**src/rtl/smul_pkg.sv**
```systemverilog
package smul_pkg;
   typedef enum logic {
      ST_IDLE = 1'b0,
      ST_RUN  = 1'b1
   } smul_state_t;
endpackage

```
**src/rtl/smul_seq.sv**
```systemverilog
module smul_seq
   import smul_pkg::*;
#(
   parameter int WIDTH = 4
) (
   input  logic clk,
   input  logic rst_n,
   input  logic go,
   output logic start,
   output logic step,
   output logic busy,
   output logic done
);
   localparam int CNT_W = (WIDTH > 2) ? $clog2(WIDTH) : 1;
   localparam logic [CNT_W-1:0] CNT_INIT = CNT_W'(WIDTH - 1);

   smul_state_t       state;
   logic [CNT_W-1:0]  cnt;
   logic              last;
   logic              done_r;

   always_comb begin
      start = (state == ST_IDLE) && go;
      step  = (state == ST_RUN);
      last  = step && (cnt == '0);
   end

   always_ff @(posedge clk or negedge rst_n) begin
      if (!rst_n) begin
         state  <= ST_IDLE;
         cnt    <= '0;
         done_r <= 1'b0;
      end else begin
         done_r <= last;
         unique case (state)
            ST_IDLE: begin
               if (go) begin
                  state <= ST_RUN;
                  cnt   <= CNT_INIT;
               end
            end
            ST_RUN: begin
               cnt <= cnt - 1'b1;
               if (cnt == '0) state <= ST_IDLE;
            end
            default: state <= ST_IDLE;
         endcase
      end
   end

   assign busy = step;
   assign done = done_r;


   start_load_chk: assert property (@(posedge clk) disable iff (!rst_n)
      start |=> (state == ST_RUN && cnt == CNT_INIT));


   count_step_chk: assert property (@(posedge clk) disable iff (!rst_n)
      (step && cnt != '0) |=> (state == ST_RUN && cnt == CNT_W'($past(cnt) - 1'b1)));


   finish_chk: assert property (@(posedge clk) disable iff (!rst_n)
      last |=> (state == ST_IDLE && done_r));


   done_pulse_chk: assert property (@(posedge clk) disable iff (!rst_n)
      done_r |=> !done_r);


   go_ignored_chk: assert property (@(posedge clk) disable iff (!rst_n)
      (step && go && cnt != '0) |=> (state == ST_RUN));
endmodule

```
**src/rtl/smul_datapath.sv**
```systemverilog
module smul_datapath #(
   parameter int WIDTH = 4
) (
   input  logic               clk,
   input  logic               rst_n,
   input  logic               start,
   input  logic               step,
   input  logic               ld_b,
   input  logic               ld_q,
   input  logic [WIDTH-1:0]   opnd,
   output logic [2*WIDTH-1:0] product
);
   localparam int SUM_W = WIDTH + 1;

   logic [WIDTH-1:0] a_r;
   logic [WIDTH-1:0] b_r;
   logic [WIDTH-1:0] q_r;
   logic [SUM_W-1:0] addend;
   logic [SUM_W-1:0] sum;

   always_comb begin
      addend = q_r[0] ? {1'b0, b_r} : '0;
      sum    = {1'b0, a_r} + addend;
   end

   always_ff @(posedge clk or negedge rst_n) begin
      if (!rst_n) begin
         a_r <= '0;
         b_r <= '0;
         q_r <= '0;
      end else if (step) begin
         a_r <= sum[SUM_W-1:1];
         q_r <= {sum[0], q_r[WIDTH-1:1]};
      end else begin
         if (start) a_r <= '0;
         if (ld_b)  b_r <= opnd;
         if (ld_q)  q_r <= opnd;
      end
   end

   assign product = {a_r, q_r};


   b_hold_chk: assert property (@(posedge clk) disable iff (!rst_n)
      step |=> $stable(b_r));


   q_load_chk: assert property (@(posedge clk) disable iff (!rst_n)
      (!step && ld_q) |=> (q_r == $past(opnd)));


   a_clear_chk: assert property (@(posedge clk) disable iff (!rst_n)
      (!step && start) |=> (a_r == '0));
endmodule

```
**src/rtl/smul_onestep.sv**
```systemverilog
module smul_onestep #(
   parameter int WIDTH = 4
) (
   input  logic               clk,
   input  logic               rst_n,
   input  logic               go,
   input  logic               load_mcand,
   input  logic               load_mplier,
   input  logic [WIDTH-1:0]   opnd_in,
   output logic [2*WIDTH-1:0] product,
   output logic               busy,
   output logic               done
);
   generate
      if (WIDTH < 2) begin : g_width_bad
         $error("smul_onestep: WIDTH must be at least 2");
      end
   endgenerate

   logic start;
   logic step;

   smul_seq #(.WIDTH(WIDTH)) u_seq (
      .clk   (clk),
      .rst_n (rst_n),
      .go    (go),
      .start (start),
      .step  (step),
      .busy  (busy),
      .done  (done)
   );

   smul_datapath #(.WIDTH(WIDTH)) u_dp (
      .clk     (clk),
      .rst_n   (rst_n),
      .start   (start),
      .step    (step),
      .ld_b    (load_mcand),
      .ld_q    (load_mplier),
      .opnd    (opnd_in),
      .product (product)
   );
endmodule

```
**config.mk**
```make
export PLATFORM = sky130hd
export DESIGN_NAME = smul_onestep
export DESIGN_NICKNAME = d
export VERILOG_FILES = /design/src/rtl/smul_pkg.sv /design/src/rtl/smul_seq.sv /design/src/rtl/smul_datapath.sv /design/src/rtl/smul_onestep.sv
export SDC_FILE = /design/constraint.sdc
export NUM_CORES = 1
export LEC_CHECK = 0
export BUFFER_PORTS_ARGS = -buffer_cell sky130_fd_sc_hd__clkbuf_2
export CORE_UTILIZATION = 45
export CTS_BUF_LIST = sky130_fd_sc_hd__clkbuf_16
export CTS_CLUSTER_SIZE = 28
export DETAILED_ROUTE_END_ITERATION = 10
export PLACE_DENSITY = 0.79
export RECOVER_POWER = 25
export SETUP_SLACK_MARGIN = 0.5
export SLEW_MARGIN = 0
export SYNTH_ARGS = -nofsm -noshare
export SYNTH_HDL_FRONTEND = slang
export SYNTH_SLANG_ARGS = --single-unit
```
**constraint.sdc**
```tcl
create_clock -name clk -period 1.7 [get_ports clk]
set_input_delay 0.34 -clock clk [delete_from_list [all_inputs] [get_ports clk]]
set_output_delay 0.34 -clock clk [all_outputs]
set_load 0.02 [all_outputs]
```
==> flow_summary.yaml <==
timing:
  setup_tns_ps: 0
  slew_viol_final: 0
  finClkSkew_ps: 1.24
  rsz0062_at_grt: "true"
  setup_viol: 0
  worstMarginPinSlew_ps: 878
  finalCritPeriodShare_pct: 88.9
  period_needed_ps: 1510
  fmax_mhz: 662
  slew_headroom_pct: 41.5
  hold_violations: 0
yosys:
  synthTopCellsByCount: "dfrtp_1, inv_1, nand2_1"
  synthTopCellsByArea: "dfrtp_1, ha_1, mux2i_1"
  ys_types: 24
  syn_nets: 93
  synth_warnings: 0
  yosysTopAreaCellShare_pct: 48.5
  syn_avg_cell_area_sq_um: 10.6
  synth.most_common_cell: "dfrtp_1"
  async_flop_share_pct: 100
  synth-edff-count: 0
  synthCells: 78
  synth_top_area_cell: "dfrtp_1"
  netlist_area_sq_um: 826
  ys.flop_type: "dfrtp_1"
  ys_seq_area_share_pct: 48.5
  synth-seq-cells: 16
worst_setup_path:
  path_class: "reg2reg"
  critical_path.startpoint: "u_dp.q_r[0]"
  worstPathArrival_ps: 1690
  crit_end: "u_dp.a_r[2]"
  reg2reg_slack_ps: 190
  r2r-start: "u_dp.q_r[0]"
  crit_chain: "buf_4 > and2_4 > ha_4 > nor4bb_1 > a21oi_1 > nand3_1"
  path_max_fanout: 4
  cp_slowest_cell: "dfrtp_2"
  required_ps: 1880
  worstSetupEndpointType: "flop"
  worstReg2RegEnd: "u_dp.a_r[2]"
  start_kind: "flop"
  slowest_delay_ps: 420
  ff2ff_path_depth: 6
route:
  drt_iter0_markers: 10
  drt-total-wl_microns: 1840
  route.detailed.drc: 0
  vias_per_cell: 5.16
  final_antenna_net_count: 0
  wl_per_cell_microns: 14.3
  dr_total_vias: 665
  first_pass_iters: 4
run_status:
  status: "completed"
clocking:
  cts_sinks: 16
  cts_tree: "done"
  clkTransAtPathRegs_ps: 50
  cts_hold_buf: 0
  clock_path_buffers: 2
  htree_levels: 1
  root_buffer: "clkbuf_16"
  numCtsBuffers: 3
  clkLatencyLatePin_ps: 240
power_and_ir_drop:
  p_per_area_mw_per_mm2: 2070
  fin_total_pwr_uw: 2430
  irDropWorstVdd_mv: 1.04
  power_leakage_uw: 0.000568
die:
  fp.coreArea_sq_mm: 0.00173
  die-area_sq_mm: 0.00201
  die_y_microns: 44.8
  rows: 15
  initial_core_util_pct: 47.8
  ios: 19
  die_w_microns: 44.8
placed_design:
  hpwl_microns: 1170
  io_buffer_count: 18
  dp_cells: 119
  place.gp.congestion: 0.780
layout:
  regArea_sq_um: 403
  multi_input_area_sq_um: 472
  drive_above_1_share_pct: 45.2
  fill_cells: 131
  nets: 120
  fin_cells: 129
  syn_to_final_growth_pct: 41.8
  antenna_cells: 0
  post-route-util_pct: 67.8
grt:
  grt_max_degree: 17
  grt_pass1_wl_microns: 2590
  grt_use_total_pct: 18.2
  antenna_found_initial: 0
  grt_pass1_vias: 617
  grt_remaining_overflow: 0
hold_path:
  hold_class: "in2async"
job:
  drv_cap: 0
==> worst max-delay path, delay by kind of cell, from the launching register on <==
family	cells	cell delay [ps]
compound gates	1	80
fa+ha+maj	1	250
flops	1	420
buf+inv	1	150
simple gates	3	540
==> per-layer routing <==
layer,wire length [microns],GRT usage (%),up-vias
li1,-,-,316
met1,799,20.1,326
met2,930,32.1,17
met3,65,4.80,6
met4,44,9.09,0
met5,0,0,-
==> where the power goes <==
| part | internal, uW | switching, uW |
|---|---|---|
| logic | 643 | 600 |
| registers | 574 | 157 |
| clock network | 311 | 140 |
==> per-stage QoR <==
stage / instance area [sq um] / hold slack (ps) / worst slack (ps)
2_1_floorplan: 860 / 44.4 / 219
3_3_place_gp: 971 / 281 / 258
3_5_place_dp: 971 / 288 / 209
4_1_cts: 1060 / 32.2 / 200
5_1_grt: 1170 / 260 / 120
6_report: 1170 / 195 / 189
==> layout make-up <==
type | count | area share [%]
Clock buffer | 3 | 6.41
Clock inverter | 1 | 0.321
Inverter | 8 | 2.56
Multi-Input combinational cell | 51 | 40.3
Sequential cell | 16 | 34.4
Tap cell | 25 | 2.67
Timing Repair Buffer | 25 | 13.4
==> state kept, by name, summed over array words and instances, names as in the netlist <==
name and count:
u_seq.busy 1, u_dp.b_r 4, u_seq.done 1, u_dp.q_r 4, u_dp.a_r 4, u_seq.cnt 2
==> logic make-up (layout without fill, tap and decap cells) <==
group / after synthesis / in the layout / synth area share (%)
multiplexers: 9 / 9 / 11.7
buffers and inverters: 11 / 37 / 5.76
adder cells (fa/ha/maj): 6 / 6 / 10.0
flip-flops: 16 / 16 / 48.5
AND/OR/NAND/NOR: 22 / 22 / 14.7
XOR/XNOR: 1 / 1 / 1.06
AO/OA/AOI/OAI: 13 / 13 / 8.33
==> layout by cell type, fill, tap and decap left out <==
cell       instances
nand2_1            6
buf_6              1
and2_4             3
buf_2              1
clkbuf_2          14
clkbuf_1           1
mux2_4             5
inv_1              8
nand2_2            1
nor2b_1            1
xnor2_1            1
nor4bb_1           1
dfrtp_2            2
a21oi_1            4
nand3b_1           3
fa_2               1
o21ai_0            5
and2_1             1
a21oi_2            1
inv_2              1
ha_4               4
nor2b_4            1
dfrtp_1           14
clkbuf_16          3
mux2i_1            4
nand3_1            1
o21ai_2            1
a31oi_1            1
nor3_1             2
nor2_1             2
buf_4              7
clkbuf_8           1
o31ai_1            1
ha_1               1
==> worst min path at each step <==
stage	from	endpoint	slack, ps	depth (start not counted)
floorplan	rst_n	u_dp.a_r[0]	40	0
global placement	rst_n	u_seq.busy	280	1
detailed placement	rst_n	u_seq.busy	290	1
CTS	rst_n	u_seq.busy	30	1
global route	rst_n	u_dp.b_r[1]	260	1
finish	rst_n	u_seq.cnt[0]	200	1
==> timing repair <==
item,4_1_cts,5_1_grt
pin swaps,1,4
endpoints found under the setup margin,10,16
setup buffers,0,6
gates resized for setup,3,16
Note: power is estimated with default switching activity, not from simulation.
